## config.mk

```make
export PLATFORM = sky130hd
export DESIGN_NAME = pbus_err_bridge
export DESIGN_NICKNAME = d
export VERILOG_FILES = /design/src/rtl/pbe_pkg.sv /design/src/rtl/pbe_win_check.sv /design/src/rtl/pbe_timer.sv /design/src/rtl/pbe_status.sv /design/src/rtl/pbus_err_bridge.sv
export SDC_FILE = /design/constraint.sdc
export NUM_CORES = 1
export LEC_CHECK = 0
export BUFFER_PORTS_ARGS = -buffer_cell sky130_fd_sc_hd__buf_2
export CELL_PAD_IN_SITES_DETAIL_PLACEMENT = 1
export CELL_PAD_IN_SITES_GLOBAL_PLACEMENT = 1
export CORE_MARGIN = 5
export CORE_UTILIZATION = 37
export CTS_CLUSTER_SIZE = 12
export DETAILED_ROUTE_END_ITERATION = 16
export PLACE_DENSITY_LB_ADDON = 0.1
export RECOVER_POWER = 25
export SLEW_MARGIN = 20
export SYNTH_ARGS = -nofsm -noshare
export SYNTH_HDL_FRONTEND = slang
export SYNTH_SLANG_ARGS = --single-unit
```

## constraint.sdc

```tcl
create_clock -name clk -period 2.3 [get_ports clk]
set_input_delay 0.46 -clock clk [delete_from_list [all_inputs] [get_ports clk]]
set_output_delay 0.46 -clock clk [all_outputs]
set_load 0.005 [all_outputs]
```

## src/rtl/pbe_pkg.sv

```systemverilog
package pbe_pkg;

   typedef enum logic [1:0] {
      ST_READY = 2'd0,
      ST_BUSY  = 2'd1,
      ST_SLEEP = 2'd2
   } pbe_state_e;

   localparam int STAT_W    = 4;
   localparam int STAT_ERR  = 0;
   localparam int STAT_WR   = 1;
   localparam int STAT_RD   = 2;
   localparam int STAT_TO   = 3;

endpackage

```

## src/rtl/pbe_win_check.sv

```systemverilog
module pbe_win_check #(
   parameter int AW      = 16,
   parameter int NUM_WIN = 3,
   parameter int WIN_LG  = 10,
   parameter logic [NUM_WIN-1:0][AW-1:0] WIN_BASE = {16'h2000, 16'h1400, 16'h0000}
) (
   input  logic [AW-1:0]      addr,
   output logic [NUM_WIN-1:0] win_match,
   output logic               in_win
);

   if (AW <= WIN_LG) begin : g_bad_aw
      $error("pbe_win_check: AW must exceed WIN_LG");
   end
   if (NUM_WIN < 1) begin : g_bad_num
      $error("pbe_win_check: NUM_WIN must be at least 1");
   end

   for (genvar g = 0; g < NUM_WIN; g++) begin : g_win
      if (WIN_BASE[g][WIN_LG-1:0] != '0) begin : g_align
         $error("pbe_win_check: window base not aligned to window size");
      end
      assign win_match[g] = (addr[AW-1:WIN_LG] == WIN_BASE[g][AW-1:WIN_LG]);
   end

   assign in_win = |win_match;

endmodule

```

## src/rtl/pbe_timer.sv

```systemverilog
module pbe_timer #(
   parameter int TO_CYCLES = 512
) (
   input  logic clk,
   input  logic rst_n,
   input  logic start,
   input  logic run,
   input  logic en,
   output logic fire
);

   localparam int CW = (TO_CYCLES > 1) ? $clog2(TO_CYCLES) : 1;
   localparam logic [CW-1:0] LAST = CW'(TO_CYCLES - 1);

   if (TO_CYCLES < 2) begin : g_bad_to
      $error("pbe_timer: TO_CYCLES must be at least 2");
   end

   logic [CW-1:0] cnt;

   always_ff @(posedge clk or negedge rst_n) begin
      if (!rst_n)      cnt <= '0;
      else if (start)  cnt <= '0;
      else if (run)    cnt <= cnt + 1'b1;
   end

   assign fire = run && en && (cnt == LAST);

   // the counter starts from zero on every new transaction
   p_restart_r6: assert property (@(posedge clk) disable iff (!rst_n)
      start |=> (cnt == '0));

endmodule

```

## src/rtl/pbe_status.sv

```systemverilog
module pbe_status #(
   parameter int W = 4
) (
   input  logic         clk,
   input  logic         rst_n,
   input  logic [W-1:0] set,
   input  logic [W-1:0] clr,
   output logic [W-1:0] flag
);

   for (genvar b = 0; b < W; b++) begin : g_bit
      always_ff @(posedge clk or negedge rst_n) begin
         if (!rst_n)       flag[b] <= 1'b0;
         else if (set[b])  flag[b] <= 1'b1;
         else if (clr[b])  flag[b] <= 1'b0;
      end

      // write-1-to-clear, set wins
      p_w1c_r12: assert property (@(posedge clk) disable iff (!rst_n)
         (clr[b] && !set[b]) |=> !flag[b]);
      p_setwin_r12: assert property (@(posedge clk) disable iff (!rst_n)
         set[b] |=> flag[b]);
   end

endmodule

```

## src/rtl/pbus_err_bridge.sv

```systemverilog
module pbus_err_bridge #(
   parameter int AW        = 16,
   parameter int DW        = 16,
   parameter int NUM_WIN   = 3,
   parameter int WIN_LG    = 10,
   parameter logic [NUM_WIN-1:0][AW-1:0] WIN_BASE = {16'h2000, 16'h1400, 16'h0000},
   parameter int TO_CYCLES = 512
) (
   input  logic          clk,
   input  logic          rst_n,
   input  logic          req_valid,
   output logic          req_ready,
   input  logic          req_write,
   input  logic [AW-1:0] req_addr,
   input  logic [DW-1:0] req_wdata,
   input  logic          reg_present,
   output logic          resp_valid,
   output logic          resp_err,
   output logic [DW-1:0] resp_rdata,
   output logic          tgt_sel,
   output logic          tgt_write,
   output logic [AW-1:0] tgt_addr,
   output logic [DW-1:0] tgt_wdata,
   input  logic          tgt_ack,
   input  logic [DW-1:0] tgt_rdata,
   input  logic          err_en,
   input  logic          to_en,
   input  logic [3:0]    stat_clr,
   output logic [3:0]    stat,
   input  logic          idle_req,
   input  logic          idle_cmd,
   input  logic          cpu_idle,
   input  logic          mport_idle,
   input  logic          wake,
   output logic          sleeping
);
   import pbe_pkg::*;

   if (DW < 1) begin : g_bad_dw
      $error("pbus_err_bridge: DW must be positive");
   end

   pbe_state_e         state;
   logic [NUM_WIN-1:0] win_match;
   logic               in_win;
   logic               go_sleep;
   logic               accept;
   logic               refuse;
   logic               to_fire;
   logic [STAT_W-1:0]  stat_set;

   pbe_win_check #(
      .AW(AW), .NUM_WIN(NUM_WIN), .WIN_LG(WIN_LG), .WIN_BASE(WIN_BASE)
   ) u_win (
      .addr(req_addr), .win_match(win_match), .in_win(in_win)
   );

   assign go_sleep  = (state == ST_READY) && idle_req && idle_cmd;
   assign req_ready = (state == ST_READY) && !go_sleep;
   assign accept    = req_valid && req_ready;
   assign refuse    = in_win && !reg_present && err_en;
   assign tgt_sel   = (state == ST_BUSY);
   assign sleeping  = (state == ST_SLEEP);

   pbe_timer #(.TO_CYCLES(TO_CYCLES)) u_timer (
      .clk(clk), .rst_n(rst_n),
      .start(accept && !refuse),
      .run(tgt_sel && !tgt_ack),
      .en(to_en),
      .fire(to_fire)
   );

   always_comb begin
      stat_set           = '0;
      stat_set[STAT_ERR] = (accept && refuse) ||
                           (go_sleep && !(cpu_idle && mport_idle));
      stat_set[STAT_WR]  = accept && refuse && req_write;
      stat_set[STAT_RD]  = accept && refuse && !req_write;
      stat_set[STAT_TO]  = tgt_sel && !tgt_ack && to_fire;
   end

   pbe_status #(.W(STAT_W)) u_stat (
      .clk(clk), .rst_n(rst_n), .set(stat_set), .clr(stat_clr), .flag(stat)
   );

   always_ff @(posedge clk or negedge rst_n) begin
      if (!rst_n) begin
         state      <= ST_READY;
         resp_valid <= 1'b0;
         resp_err   <= 1'b0;
         resp_rdata <= '0;
         tgt_write  <= 1'b0;
         tgt_addr   <= '0;
         tgt_wdata  <= '0;
      end else begin
         resp_valid <= 1'b0;
         unique case (state)
            ST_READY: begin
               if (go_sleep) begin
                  state <= ST_SLEEP;
               end else if (accept) begin
                  if (refuse) begin
                     resp_valid <= 1'b1;
                     resp_err   <= 1'b1;
                     resp_rdata <= '0;
                  end else begin
                     state     <= ST_BUSY;
                     tgt_write <= req_write;
                     tgt_addr  <= req_addr;
                     tgt_wdata <= req_wdata;
                  end
               end
            end
            ST_BUSY: begin
               if (tgt_ack) begin
                  state      <= ST_READY;
                  resp_valid <= 1'b1;
                  resp_err   <= 1'b0;
                  resp_rdata <= tgt_rdata;
               end else if (to_fire) begin
                  state      <= ST_READY;
                  resp_valid <= 1'b1;
                  resp_err   <= 1'b1;
                  resp_rdata <= '0;
               end
            end
            ST_SLEEP: begin
               if (wake) state <= ST_READY;
            end
            default: state <= ST_READY;
         endcase
      end
   end

   // an accepted, unrefused request opens the target side next cycle
   p_fwd_r1: assert property (@(posedge clk) disable iff (!rst_n)
      (accept && !refuse) |=> (tgt_sel && tgt_addr == $past(req_addr)));

   // a refused access answers with an error at once
   p_refuse_r2: assert property (@(posedge clk) disable iff (!rst_n)
      (accept && refuse) |=> (resp_valid && resp_err && stat[STAT_ERR] && !tgt_sel));

   // a single refusal never marks both directions
   p_dir_r3: assert property (@(posedge clk) disable iff (!rst_n)
      $rose(stat[STAT_WR]) |-> !$rose(stat[STAT_RD]));

   // outside the windows nothing is refused
   p_outside_r5: assert property (@(posedge clk) disable iff (!rst_n)
      (accept && !in_win) |=> tgt_sel);

   // the time-out closes the transaction with an error
   p_timeout_r6: assert property (@(posedge clk) disable iff (!rst_n)
      (tgt_sel && !tgt_ack && to_fire) |=> (resp_valid && resp_err && stat[STAT_TO]));

   // an acknowledgement never produces an error response
   p_ack_wins_r8: assert property (@(posedge clk) disable iff (!rst_n)
      (tgt_sel && tgt_ack) |=> (resp_valid && !resp_err));

   // asleep means no acceptance and no response
   p_sleep_r9: assert property (@(posedge clk) disable iff (!rst_n)
      sleeping |-> (!req_ready && !resp_valid));

   // sleeping with active neighbours raises the access error
   p_idle_err_r10: assert property (@(posedge clk) disable iff (!rst_n)
      (go_sleep && !(cpu_idle && mport_idle)) |=> (sleeping && stat[STAT_ERR]));

   // the monitored windows do not overlap
   p_win_onehot_r2: assert property (@(posedge clk) disable iff (!rst_n)
      req_valid |-> $onehot0(win_match));

endmodule

```

==> flow_summary_export.csv <==
group,metric,value,unit
global_route,grt_antenna_before_repair,0,
clocking,cts_setup_buffers,0,
global_route,global_route_wire_length_before_repair,11110,µm
setup_path,cpPeakStageDelay,410,ps
routing,routed-wl-met2,3273,µm
logic_synthesis,synth-seq-area-share,0.5888,
routing,vias,1978,
setup_path,r2r.worst_path.cells,9,
logic_synthesis,synth.yosys.warnings,0,
routing,initialDrtViolationCount,66,
routing,detailedRoute.firstPassIterationCount,4,
logic_synthesis,synth_enable_flop_cells,0,
setup_path,cp_data_arrival_time,2240,ps
setup_path,critical_path_class,"reg2reg",
logic_synthesis,synth-seq-cells,66,
floorplan,die_boundary_width,97.07,µm
routing,avg_wl_per_cell,16.55,µm
cells_and_area,filler_cell_count,801,
setup_path,critical_path.endpoint,"resp_err$_DFFE_PN0P_",
clocking,tritoncts,"yes",
placed_design,portBuffers,122,
timing,tightest_slew,1599,ps
routing,route.detailed.drc,0,
clocking,cts_buffer_depth,2,
setup_path,timing.critical_path.from,"u_timer.cnt[0]$_DFFE_PN0P_",
global_route,grt_remaining_overflow,0,
logic_synthesis,mappedNetlistArea,2805,µm²
cells_and_area,layout.area.seq,1652,µm²
setup_path,rrSetupSlack,240,ps
global_route,grt.total_usage,0.1494,
routing,antenna_violating_nets_post_route,0,
timing,fmax,486.3,MHz
outcome,violated_checks,"max-capacitance violations, max-slew violations",
setup_path,crit_path_max_fanout,18,
timing,totalNegativeSetupSlack,0,ps
timing,drv_slew,67,
timing,finalSetupViolCount,0,
logic_synthesis,netlist_instances,190,
routing,drt-vias-per-instance,4.698,
clocking,ctsResizeCount,0,
hold_path,worst_hold_path.num_cells,2,
timing,rsz0062_at_grt,"no",
setup_path,timing.rr.start,"u_timer.cnt[0]$_DFFE_PN0P_",
timing,finalClockSkew,11.17,ps
floorplan,ios,123,
clocking,clk_transition_reported_paths,70,ps
setup_path,cpMaxStageDelayCell,"sky130_fd_sc_hd__dfrtp_1",
clocking,h_tree_level_count,3,
global_route,grt_start_max_net_pins,67,
cells_and_area,layout.cells.most_common_list,"122 x sky130_fd_sc_hd__buf_2, 66 x sky130_fd_sc_hd__dfrtp_1, 30 x sky130_fd_sc_hd__mux2_4",
setup_path,critical_path_required,2480,ps
routing,met3_wl,442,µm
setup_path,category_of_the_worst_setup_path_launch_point,"flip-flop",
floorplan,placement_row_count,31,
setup_path,cp_cell_sequence,"ha_1, and3_1, and3_1, ha_1, and2_1, o21ai_0, o21a_1, buf_12, a21oi_1",
floorplan,die-height,97.07,µm
run,max_cap_violations,1,
setup_path,r2r-end,"resp_err$_DFFE_PN0P_",
cells_and_area,area_growth_from_synthesis_to_layout,33.23,%
cells_and_area,layout.cells.most_common,"sky130_fd_sc_hd__buf_2",
placed_design,dp_wirelength,5056,µm
timing,layout_min_cycle_time,2056,ps
cells_and_area,final_core_util,0.5098,
placed_design,gp_congestion,0.7256,
logic_synthesis,synth_cell_types,32,
clocking,cts_root_buf,"sky130_fd_sc_hd__clkbuf_8",
pwr,p_leak,1.955,nW
routing,wl_met1,3197,µm
logic_synthesis,synthesis.nets,257,
cells_and_area,multi_input_area,1013,µm²
clocking,clk_latency,340,ps
logic_synthesis,synth_async_sr_flop_share,1.000,
cells_and_area,post_route_cells_drive_above_1_share,0.5590,
pwr,vdd_drop_max,0.3737,mV
global_route,first_global_vias,2065,
floorplan,floorplan.die_area,9423,µm²
clocking,hold_buffers,0,
logic_synthesis,most_used_flip_flop_cell_after_synthesis,"sky130_fd_sc_hd__dfrtp_1",
floorplan,floorplan.initialDensity,0.3827,
outcome,outcome,"finished with violations",
pwr,power_density,1115,nW/µm²
timing,worst_slew_margin_rel,-0.06579,
cells_and_area,net_count_reported_at_finish,385,
timing,period_share,0.8940,
hold_path,min_path_type,"in2reg",
placed_design,dp.cells,406,
cells_and_area,post_layout_nonfiller_instances,421,
routing,postRouteWirelength,6968,µm
clocking,clock_sink_count,66,
setup_path,endpoint_kind,"flip-flop",
timing,hold_viol_final,0,
logic_synthesis,syn_area_per_cell,14.76,µm²
floorplan,placeableCoreArea,7331,µm²
routing,routed.top_layer,"met4",
clocking,cts_inserted_buffers,9,
cells_and_area,insertedDiodeCount,0,
logic make-up after synthesis:
group                    share of synthesized area
flip-flops                                  0.5888
multiplexers                                0.1838
AND/OR/NAND/NOR                            0.06690
AO/OA/AOI/OAI                              0.07984
buffers and inverters                      0.04996
XOR/XNOR                                   0.02186
adder cells (fa/ha/maj)                   0.008919
report_power, final:
| group | total, mW | switching [mW] | internal [mW] | leakage (nW) |
|---|---|---|---|---|
| Clock | 1.18 | 0.459 | 0.720 | 0.116 |
| Combinational | 1.22 | 0.473 | 0.749 | 1.02 |
| Sequential | 1.77 | 0.220 | 1.55 | 0.816 |
critical path, delay by kind of cell (launching register included):
family / cells / cell delay, ps
AO/OA/AOI/OAI: 3 / 430
buffers and inverters: 1 / 150
AND/OR/NAND/NOR: 3 / 470
adder cells (fa/ha/maj): 2 / 430
flip-flops: 1 / 410
Yosys cell counts, drive strengths merged, types with 2 or more instances:
cell   count  area, µm²
mux2i      2      20.02
mux2      34      495.5
a22o      16      140.1
o22ai      2      12.51
buf       10      113.9
dfrtp     66       1652
nand2      7      28.78
o21ai      2      10.01
xor2       6      52.55
nor2      11      41.29
a21oi      2      10.01
inv        7      26.28
ha         2      25.02
and3       4      25.02
nor2b      3      26.27
nand4      4      25.02
and2       2      12.51
registers in the layout (all words and copies together) (netlist names):
| name | cells |
|---|---|
| resp_rdata | 16 |
| tgt_write | 1 |
| resp_valid | 1 |
| tgt_wdata | 16 |
| resp_err | 1 |
| u_timer.cnt | 9 |
| tgt_addr | 16 |
| state | 2 |
| u_stat.flag | 4 |
layer usage:
metal,up-vias,GRT usage
met5,-,0
met4,0,0.03888
li1,928,-
met3,4,0.05958
met2,72,0.2288
met1,974,0.1973
how the worst min path moves through the flow:
stage	startpoint	end
finish	stat_clr[3]	u_stat.flag[3]$_DFFE_PN0P_
global route	stat_clr[2]	u_stat.flag[2]$_DFFE_PN0P_
CTS	rst_n	tgt_wdata[14]$_DFFE_PN0P_
detailed placement	u_stat.flag[0]$_DFFE_PN0P_	u_stat.flag[0]$_DFFE_PN0P_
global placement	resp_rdata[12]$_DFFE_PN0P_	resp_rdata[12]$_DFFE_PN0P_
floorplan	rst_n	resp_err$_DFFE_PN0P_
area by class of cell:
class / instances / area share
Timing Repair Buffer: 127 / 0.1828
Inverter: 7 / 0.007030
Multi-Input combinational cell: 107 / 0.2712
Sequential cell: 66 / 0.4419
Clock inverter: 6 / 0.03080
Clock buffer: 9 / 0.03314
Tap cell: 99 / 0.03314
through the flow:
stage / worst slack [ps] / power, mW / instance area, µm² / hold WS, ps
after floorplan: 374.3 / 2.438 / 2805 / 164.4
after global placement: 251.6 / 2.998 / 3513 / 484.7
after detailed placement: 216.5 / 3.032 / 3513 / 476.3
after CTS: 230.5 / 4.238 / 3752 / 153.0
after global routing: 134.3 / 4.410 / 3737 / 291.0
final: 243.8 / 4.168 / 3737 / 306.2
No activity file was read; power rests on OpenSTA's default activity.
